File: src/rtl/fpu_esc_pkg.sv
package fpu_esc_pkg;
  typedef enum logic [2:0] {
    OP_ADD, OP_MUL, OP_COM, OP_COMP, OP_SUB, OP_SUBR, OP_DIV, OP_DIVR
  } fpOp_e;

  // strobes from control to datapath
  typedef struct packed {
    logic start;      // opcode byte taken
    logic takeModrm;  // ModRM byte taken
    logic takeDisp;   // displacement byte taken
    logic flagErr;    // mark record as unsupported
  } ctrlStrobe_t;

  typedef enum logic [1:0] {S_OPC, S_MODRM, S_DISP, S_HOLD} decState_e;
endpackage

File: src/rtl/fpu_esc_datapath.sv
module fpu_esc_datapath #(
  parameter int BYTE_W    = 8,
  parameter int DISP_BYTES = 4,
  parameter int LEN_W     = 4,
  parameter logic [BYTE_W-1:0] ESC_OPCODE = 8'hDC
) (
  input  logic                        clk,
  input  logic                        rst,
  input  fpu_esc_pkg::ctrlStrobe_t    strobe,
  input  logic [BYTE_W-1:0]           inByte,
  output logic                        isEsc,
  output logic                        sibForm,
  output logic                        noDispNow,
  output logic                        dispLast,
  output logic [2:0]                  outOp,
  output logic                        outIsMem,
  output logic                        outHasBase,
  output logic [2:0]                  outRegIdx,
  output logic [DISP_BYTES*BYTE_W-1:0] outDisp,
  output logic [3:0]                  outOpBytes,
  output logic [LEN_W-1:0]            outLen,
  output logic                        outErr
);
  localparam int DISP_W = DISP_BYTES * BYTE_W;
  localparam int IDX_W  = (DISP_BYTES > 1) ? $clog2(DISP_BYTES) : 1;
  localparam int NEED_W = $clog2(DISP_BYTES + 1);

  logic [1:0]        modReg;
  logic [2:0]        regReg, rmReg;
  logic [DISP_W-1:0] dispReg;
  logic [IDX_W-1:0]  dispIdx;
  logic [NEED_W-1:0] dispNeed, needNow;
  logic [LEN_W-1:0]  lenReg;
  logic              errReg;

  logic [1:0] byteMod;
  logic [2:0] byteRm;
  assign byteMod = inByte[7:6];
  assign byteRm  = inByte[2:0];

  // displacement bytes implied by the incoming ModRM byte
  always_comb begin
    unique case (byteMod)
      2'd0:    needNow = (byteRm == 3'd5) ? NEED_W'(DISP_BYTES) : '0;
      2'd1:    needNow = NEED_W'(1);
      2'd2:    needNow = NEED_W'(DISP_BYTES);
      default: needNow = '0;
    endcase
  end

  assign isEsc     = (inByte == ESC_OPCODE);
  assign sibForm   = (byteMod != 2'd3) && (byteRm == 3'd4);
  assign noDispNow = (needNow == '0);
  assign dispLast  = (NEED_W'(dispIdx) == dispNeed - NEED_W'(1));

  always_ff @(posedge clk) begin
    if (rst) begin
      modReg   <= '0;
      regReg   <= '0;
      rmReg    <= '0;
      dispReg  <= '0;
      dispIdx  <= '0;
      dispNeed <= '0;
      lenReg   <= '0;
      errReg   <= 1'b0;
    end else begin
      if (strobe.start) begin
        modReg   <= '0;
        regReg   <= '0;
        rmReg    <= '0;
        dispReg  <= '0;
        dispIdx  <= '0;
        dispNeed <= '0;
        lenReg   <= LEN_W'(1);
        errReg   <= strobe.flagErr;
      end else if (strobe.flagErr) begin
        errReg <= 1'b1;
      end
      if (strobe.takeModrm) begin
        modReg   <= byteMod;
        regReg   <= inByte[5:3];
        rmReg    <= byteRm;
        dispNeed <= needNow;
        lenReg   <= lenReg + LEN_W'(1);
      end
      if (strobe.takeDisp) begin
        dispReg[dispIdx*BYTE_W +: BYTE_W] <= inByte;
        dispIdx <= dispIdx + IDX_W'(1);
        lenReg  <= lenReg + LEN_W'(1);
      end
    end
  end

  assign outOp      = regReg;
  assign outIsMem   = (modReg != 2'd3);
  assign outHasBase = outIsMem && !((modReg == 2'd0) && (rmReg == 3'd5));
  assign outRegIdx  = rmReg;
  assign outDisp    = (modReg == 2'd1) ? {{(DISP_W-BYTE_W){dispReg[BYTE_W-1]}}, dispReg[BYTE_W-1:0]}
                                       : dispReg;
  assign outOpBytes = outIsMem ? 4'd8 : 4'd10;
  assign outLen     = lenReg;
  assign outErr     = errReg;
endmodule

File: src/rtl/fpu_esc_ctrl.sv
module fpu_esc_ctrl (
  input  logic                     clk,
  input  logic                     rst,
  input  logic                     inValid,
  input  logic                     outReady,
  input  logic                     isEsc,
  input  logic                     sibForm,
  input  logic                     noDispNow,
  input  logic                     dispLast,
  output logic                     inReady,
  output logic                     outValid,
  output fpu_esc_pkg::ctrlStrobe_t strobe
);
  import fpu_esc_pkg::*;

  decState_e state, nextState;
  logic      fire;

  assign inReady  = (state != S_HOLD);
  assign outValid = (state == S_HOLD);
  assign fire     = inValid && inReady;

  always_comb begin
    nextState = state;
    strobe    = '0;
    unique case (state)
      S_OPC: if (fire) begin
        strobe.start = 1'b1;
        if (isEsc) nextState = S_MODRM;
        else begin
          strobe.flagErr = 1'b1;
          nextState      = S_HOLD;
        end
      end
      S_MODRM: if (fire) begin
        strobe.takeModrm = 1'b1;
        if (sibForm) begin
          strobe.flagErr = 1'b1;
          nextState      = S_HOLD;
        end else if (noDispNow) nextState = S_HOLD;
        else                    nextState = S_DISP;
      end
      S_DISP: if (fire) begin
        strobe.takeDisp = 1'b1;
        if (dispLast) nextState = S_HOLD;
      end
      default: if (outReady) nextState = S_OPC;
    endcase
  end

  always_ff @(posedge clk) begin
    if (rst) state <= S_OPC;
    else     state <= nextState;
  end
endmodule

File: src/rtl/fpu_esc_decoder.sv
module fpu_esc_decoder #(
  parameter int BYTE_W     = 8,
  parameter int DISP_BYTES = 4,
  parameter int LEN_W      = 4,
  parameter logic [BYTE_W-1:0] ESC_OPCODE = 8'hDC
) (
  input  logic                         clk,
  input  logic                         rst,
  input  logic [BYTE_W-1:0]            inByte,
  input  logic                         inValid,
  output logic                         inReady,
  output logic                         outValid,
  input  logic                         outReady,
  output logic [2:0]                   outOp,
  output logic                         outIsMem,
  output logic                         outHasBase,
  output logic [2:0]                   outRegIdx,
  output logic [DISP_BYTES*BYTE_W-1:0] outDisp,
  output logic [3:0]                   outOpBytes,
  output logic [LEN_W-1:0]             outLen,
  output logic                         outErr
);
  fpu_esc_pkg::ctrlStrobe_t strobe;
  logic isEsc, sibForm, noDispNow, dispLast;

  fpu_esc_ctrl ctrl_i (
    .clk(clk), .rst(rst), .inValid(inValid), .outReady(outReady),
    .isEsc(isEsc), .sibForm(sibForm), .noDispNow(noDispNow), .dispLast(dispLast),
    .inReady(inReady), .outValid(outValid), .strobe(strobe)
  );

  fpu_esc_datapath #(
    .BYTE_W(BYTE_W), .DISP_BYTES(DISP_BYTES), .LEN_W(LEN_W), .ESC_OPCODE(ESC_OPCODE)
  ) dp_i (
    .clk(clk), .rst(rst), .strobe(strobe), .inByte(inByte),
    .isEsc(isEsc), .sibForm(sibForm), .noDispNow(noDispNow), .dispLast(dispLast),
    .outOp(outOp), .outIsMem(outIsMem), .outHasBase(outHasBase), .outRegIdx(outRegIdx),
    .outDisp(outDisp), .outOpBytes(outOpBytes), .outLen(outLen), .outErr(outErr)
  );
endmodule

File: config.mk
export PLATFORM = sky130hd
export DESIGN_NAME = fpu_esc_decoder
export DESIGN_NICKNAME = d
export VERILOG_FILES = /design/src/rtl/fpu_esc_pkg.sv /design/src/rtl/fpu_esc_datapath.sv /design/src/rtl/fpu_esc_ctrl.sv /design/src/rtl/fpu_esc_decoder.sv
export SDC_FILE = /design/constraint.sdc
export NUM_CORES = 1
export LEC_CHECK = 0
export ABC_AREA = 1
export CORE_ASPECT_RATIO = 2
export CORE_MARGIN = 1.5
export CORE_UTILIZATION = 45
export CTS_BUF_LIST = sky130_fd_sc_hd__clkbuf_4
export CTS_CLUSTER_SIZE = 25
export DETAILED_ROUTE_END_ITERATION = 10
export GPL_ROUTABILITY_DRIVEN = 0
export PLACE_DENSITY = 0.82
export SYNTH_ARGS = -nofsm -noshare
export SYNTH_HDL_FRONTEND = slang
export SYNTH_HIERARCHICAL = 1
export SYNTH_SLANG_ARGS = --single-unit
File: constraint.sdc
create_clock -name clk -period 4.25 [get_ports clk]
set_input_delay 0.6375 -clock clk [delete_from_list [all_inputs] [get_ports clk]]
set_output_delay 0.6375 -clock clk [all_outputs]
set_load 0.02 [all_outputs]
## Word level (Yosys, flattened, before mapping)

Index checks and enable logic that the tools add are counted.

- Bits in registers: 52
- Bits of input ports: 12
- Word-level logic and storage cells: 86

- Add/sub/neg operators: 4
- Equality and inequality tests: 18
- Shift-type cells: 2
- Mux-type cells: 38
- Reductions and logical operators: 15

Operators by type and width:

| operator | count |
|---|---|
| two-way mux 32 bit | 4 |
| negation 5 -> 34 bit | 1 |
| variable shift 8 x 34 -> 32 bit (first input constant) | 1 |
| variable part select 8 x 34 -> 32 bit | 1 |
| bitwise mux 32 bit | 1 |
| two-way mux 2 bit | 10 |
| two-way mux 3 bit | 5 |
| two-way mux 1 bit | 12 |
| two-way mux 4 bit | 3 |
| equality test 3 bit (second input constant) | 3 |
| case mux 3 bit (3 select lines) | 1 |
| equality test 8 bit (second input constant) | 1 |
| != test 2 x 1 -> 1 bit (second input constant) | 4 |
| equality test 2 x 1 -> 1 bit (second input constant) | 3 |
| equality test 2 bit (second input constant) | 3 |
| logical NOT 2 bit | 3 |
| != test 2 bit (second input constant) | 3 |
| case mux 2 bit (3 select lines) | 1 |
| nonzero test 2 bit | 3 |
| AND reduction 5 bit | 1 |
| adder 4 x 1 -> 4 bit (second input constant) | 1 |
| logical AND 1 bit | 4 |
| nonzero test 4 bit | 1 |
| equality test 2 x 3 -> 1 bit | 1 |
| 6 further kinds | 6 |

## Logic depth before layout (Yosys ltp)

- Word-level depth: 8
- Gate-level depth with buffers: 11

## Cells and area by module

The synthesis kept the hierarchy.

By module, submodules not included:

| module | instances | cells each | area each (µm²) | sequential area each (µm²) |
|---|---|---|---|---|
| fpu_esc_datapath | 1 | 369 | 2683.8 | 980.9 |
| fpu_esc_ctrl | 1 | 50 | 302.8 | 40.0 |

## Worst setup path before layout

OpenSTA, ideal clock, no wires.

- Path type: reg2out
- From: register dp_i.modReg[1]
- To: output outHasBase
- Arrival time: 1.093 ns
- Required time: 3.612 ns
- Path slack: 2.520 ns
- Cell stages (with the launch flop): 5
- Buffers on the path: 1
- Path through: dfxtp_1 buf_2 nand2_1 inv_1 nor2_1

- Elaborated cells between the ends (all ways): 5
- Those cells by class: 1 x eq/ne; 4 x reduce/logical

RTL lines:

| what | line | RTL |
|---|---|---|
| start, declared | fpu_esc_datapath.sv:28 | `logic [1:0] modReg;` |
| start signal, assigned | fpu_esc_datapath.sv:80 | `modReg <= byteMod;` |
| != test 2 bit | fpu_esc_datapath.sv:95 | `assign outIsMem = (modReg != 2'd3);` |
| named net outIsMem | fpu_esc_decoder.sv:15 | `output logic outIsMem,` |
| logical AND 1 bit | fpu_esc_datapath.sv:96 | `assign outHasBase = outIsMem && !((modReg == 2'd0) && (rmReg == 3'd5));` |
| end, declared | fpu_esc_decoder.sv:16 | `output logic outHasBase,` |

The timed path passes the listed nets, and every way through them passes these cells.

## Final worst setup path

- From: register dp_i.modReg[1]
- To: output outDisp[12]

- Longest elaborated chain between the ends: 2

Ends and longest elaborated chain:

| what | line | RTL |
|---|---|---|
| equality test 2 x 1 -> 1 bit | fpu_esc_datapath.sv:98 | `assign outDisp = (modReg == 2'd1) ? {{(DISP_W-BYTE_W){dispReg[BYTE_W-1]}}, dispReg[BYTE_W-1:0]}` |
| two-way mux 32 bit | fpu_esc_datapath.sv:98 |  |
| end, declared | fpu_esc_decoder.sv:18 | `output logic [DISP_BYTES*BYTE_W-1:0] outDisp,` |

Every way passes these cells.

==> results.cfg <==
[critical_path]
path_buf_inv = 1
cp_common_cell = nand2_1
worstSetupStartpointType = flip-flop
max_stage_delay_ns = 0.85
worstSetupPathType = reg -> out
cp.required_ns = 3.61
cp_top_family = flip-flops
critPathMaxFanout = 28
crit_path_end_kind = primary output
crit_arrival_ns = 2.58
path_cells = nor2_1, nand2_1, nand2_1, clkdlybuf4s50_1
slowest_stage = dfxtp_1

[grt]
antenna_found_initial = 1
use_met1_pct = 21.4
grt_util_met2_pct = 38.4
busiest_layer = met2
globalRouteOverflowTotal = 0
track_usage_pct = 20.6
grt_pass1_wl_mm = 11.6
grt_use_met3_pct = 2.95
grt_pass1_vias = 2570
grt_max_degree = 49

[run]
maxCapViolCount = 0

[floorplanning]
dieWidth_um = 60.6
initial_utilization_pct = 47.0
dieHeight_um = 118
dieArea_um2 = 7160
io_pins = 63
core_area_um2 = 6360
rows = 41

[clock_tree]
clock_latency_ns = 0.39
cts_resized = 0
cts_setup_buffers = 0
ctsRootBufferMaster = clkbuf_4
numClockSinks = 51
cts_hold_buf = 0
cts_made_buffers = 5
htreeDepth = 2
clk_pin_slew_ns = 0.16
cts_max_path_buffers = 2
cts_tree = done

[synthesis]
ys_seq_elements = 51
synth_top_cells_by_area = dfxtp_1 34%, nand2_1 15%, a21oi_1 6.2%
synthCells = 419
netlist_area_um2 = 2990
synth_cell_types = 30
yosysWarnings = 6
yosys.area.top_type = dfxtp_1
synth_top_cell_area_share_pct = 34.2
syn_avg_cell_area_um2 = 7.13
synth-seq-area-share_pct = 34.2

[finish]
fillers = 619
nets = 481
final-seq-area_um2 = 1020
stdcell_area_um2 = 3590
multi_input_area_um2 = 1650
fin_util_pct = 56.5
drive_gt1_share_pct = 12.9
final_cells = 546
area_growth_pct = 20.4

[sta]
tightest_slew_ns = 1.02
min_period_ns = 3.22
finalCritPeriodShare_pct = 75.8
hold_viol = 0
fin_skew_ns = 0.0151
setup_viol = 0
max_freq_mhz = 310
timing.setup.tns_ns = 0
relSlewSlack_pct = 31.8
rsz0062_at_grt = no
drv_slew = 0

[placement]
place_hpwl_mm = 5.31
io_buffers = 59
detailed_place.area_um2 = 3510
dp.cells = 537

[drt]
first_pass_iters = 5
avgRoutedWirePerCell_um = 12.6
drc = 0
dr_total_vias = 2744
drt_iter0_drc = 102
drt_wl_total_mm = 6.85
drtAntennaViolNets = 0
vias_per_cell = 5.03

[power_and_ir_drop]
leakagePower_uw = 0.00147
power_density_nw_per_um2 = 396
ir_drop_mv = 0.258

[run_status]
outcome = complete, no violations

[min_path]
hold_path.class = reg -> reg
## layout make-up
type,count,area share (%)
Multi-Input combinational cell,307,46.0
Sequential cell,51,28.4
Timing Repair Buffer,60,16.5
Inverter,33,3.65
Tap cell,86,2.99
Clock inverter,3,1.32
Clock buffer,5,1.04
Antenna cell,1,0.0696
## per-layer routing
layer / up-vias / part of all wire [%]
li1: 1408 / -
met1: 1264 / 38
met2: 60 / 57
met3: 12 / 3.1
met4: 0 / 2.5
met5: - / 0
## cells in the final DEF (no fill, tap or decap), types with 3 or more instances in the layout
| cell | synthesis | final |
|---|---|---|
| nor2_1 | 30 | 30 |
| a21oi_2 | 15 | 15 |
| nand3_1 | 33 | 33 |
| o21ai_0 | 25 | 25 |
| nand2_2 | 8 | 8 |
| inv_1 | 23 | 23 |
| nor2_4 | 4 | 4 |
| dfxtp_1 | 51 | 51 |
| clkdlybuf4s50_1 | 0 | 58 |
| a21oi_1 | 37 | 37 |
| conb_1 | 2 | 3 |
| inv_4 | 3 | 3 |
| nand2_4 | 4 | 4 |
| ha_1 | 11 | 11 |
| nor2_8 | 3 | 3 |
| nand2_1 | 122 | 122 |
| inv_2 | 6 | 6 |
| clkbuf_4 | 0 | 5 |
## Yosys cell counts, drive strengths merged
| cell | n |
|---|---|
| o31ai | 1 |
| dfxtp | 51 |
| ha | 11 |
| nand3 | 34 |
| inv | 32 |
| o21ai | 25 |
| clkinv | 1 |
| nor2 | 38 |
| nand2 | 136 |
| nand4 | 1 |
| clkbuf | 6 |
| nand3b | 2 |
| nor3 | 2 |
| buf | 23 |
| a21oi | 54 |
| conb | 2 |
## path summary, 6_finish.rpt
kind / from / end / slack, ns / cells past startpoint
worst max-delay path: dp_i/modReg[1] / outDisp[12] / 1.03 / 4
worst min-delay path: dp_i/dispReg[17] / dp_i/dispReg[17] / 0.48 / 2
worst max register to register: ctrl_i/state[0] / dp_i/dispReg[31] / 2.01 / 7
worst min register to register: dp_i/dispReg[17] / dp_i/dispReg[17] / 0.48 / 2
## cells by family after synthesis
kind of cell	share of synthesized area, %
DFF	34.2
and+or+nand+nor	34.3
AOI/OAI and AO/OA	16.1
adders and majority gates	4.61
other	0.251
buffers and inverters	10.6
## worst min-delay path, cell delays in order (launching register included)
cell	delay [ns]
dfxtp_1	0.34
nand2_1	0.06
a21oi_1	0.05
## registers in the layout (all words and copies together), names as in the netlist
signal / count
dp_i/dispReg: 32
dp_i/outLen: 4
dp_i/outOp: 3
dp_i/outRegIdx: 3
ctrl_i/state: 2
dp_i/dispIdx: 2
dp_i/dispNeed: 2
dp_i/modReg: 2
dp_i/outErr: 1
## per-stage QoR
stage               setup WS [ns]  hold WS [ns]  power, µW
global route                0.728         0.491       1520
CTS                         0.959         0.474       1430
global placement             1.43         0.451       1130
floorplan                    2.52         0.440       1020
finish                       1.03         0.475       1420
detailed placement           1.41         0.454       1150
## power breakdown
part / internal [µW] / total [µW] / switching (µW)
Combinational: 195 / 579 / 384
Sequential: 515 / 557 / 42.8
Clock: 127 / 286 / 159
Note: power is estimated with default switching activity, not from simulation.
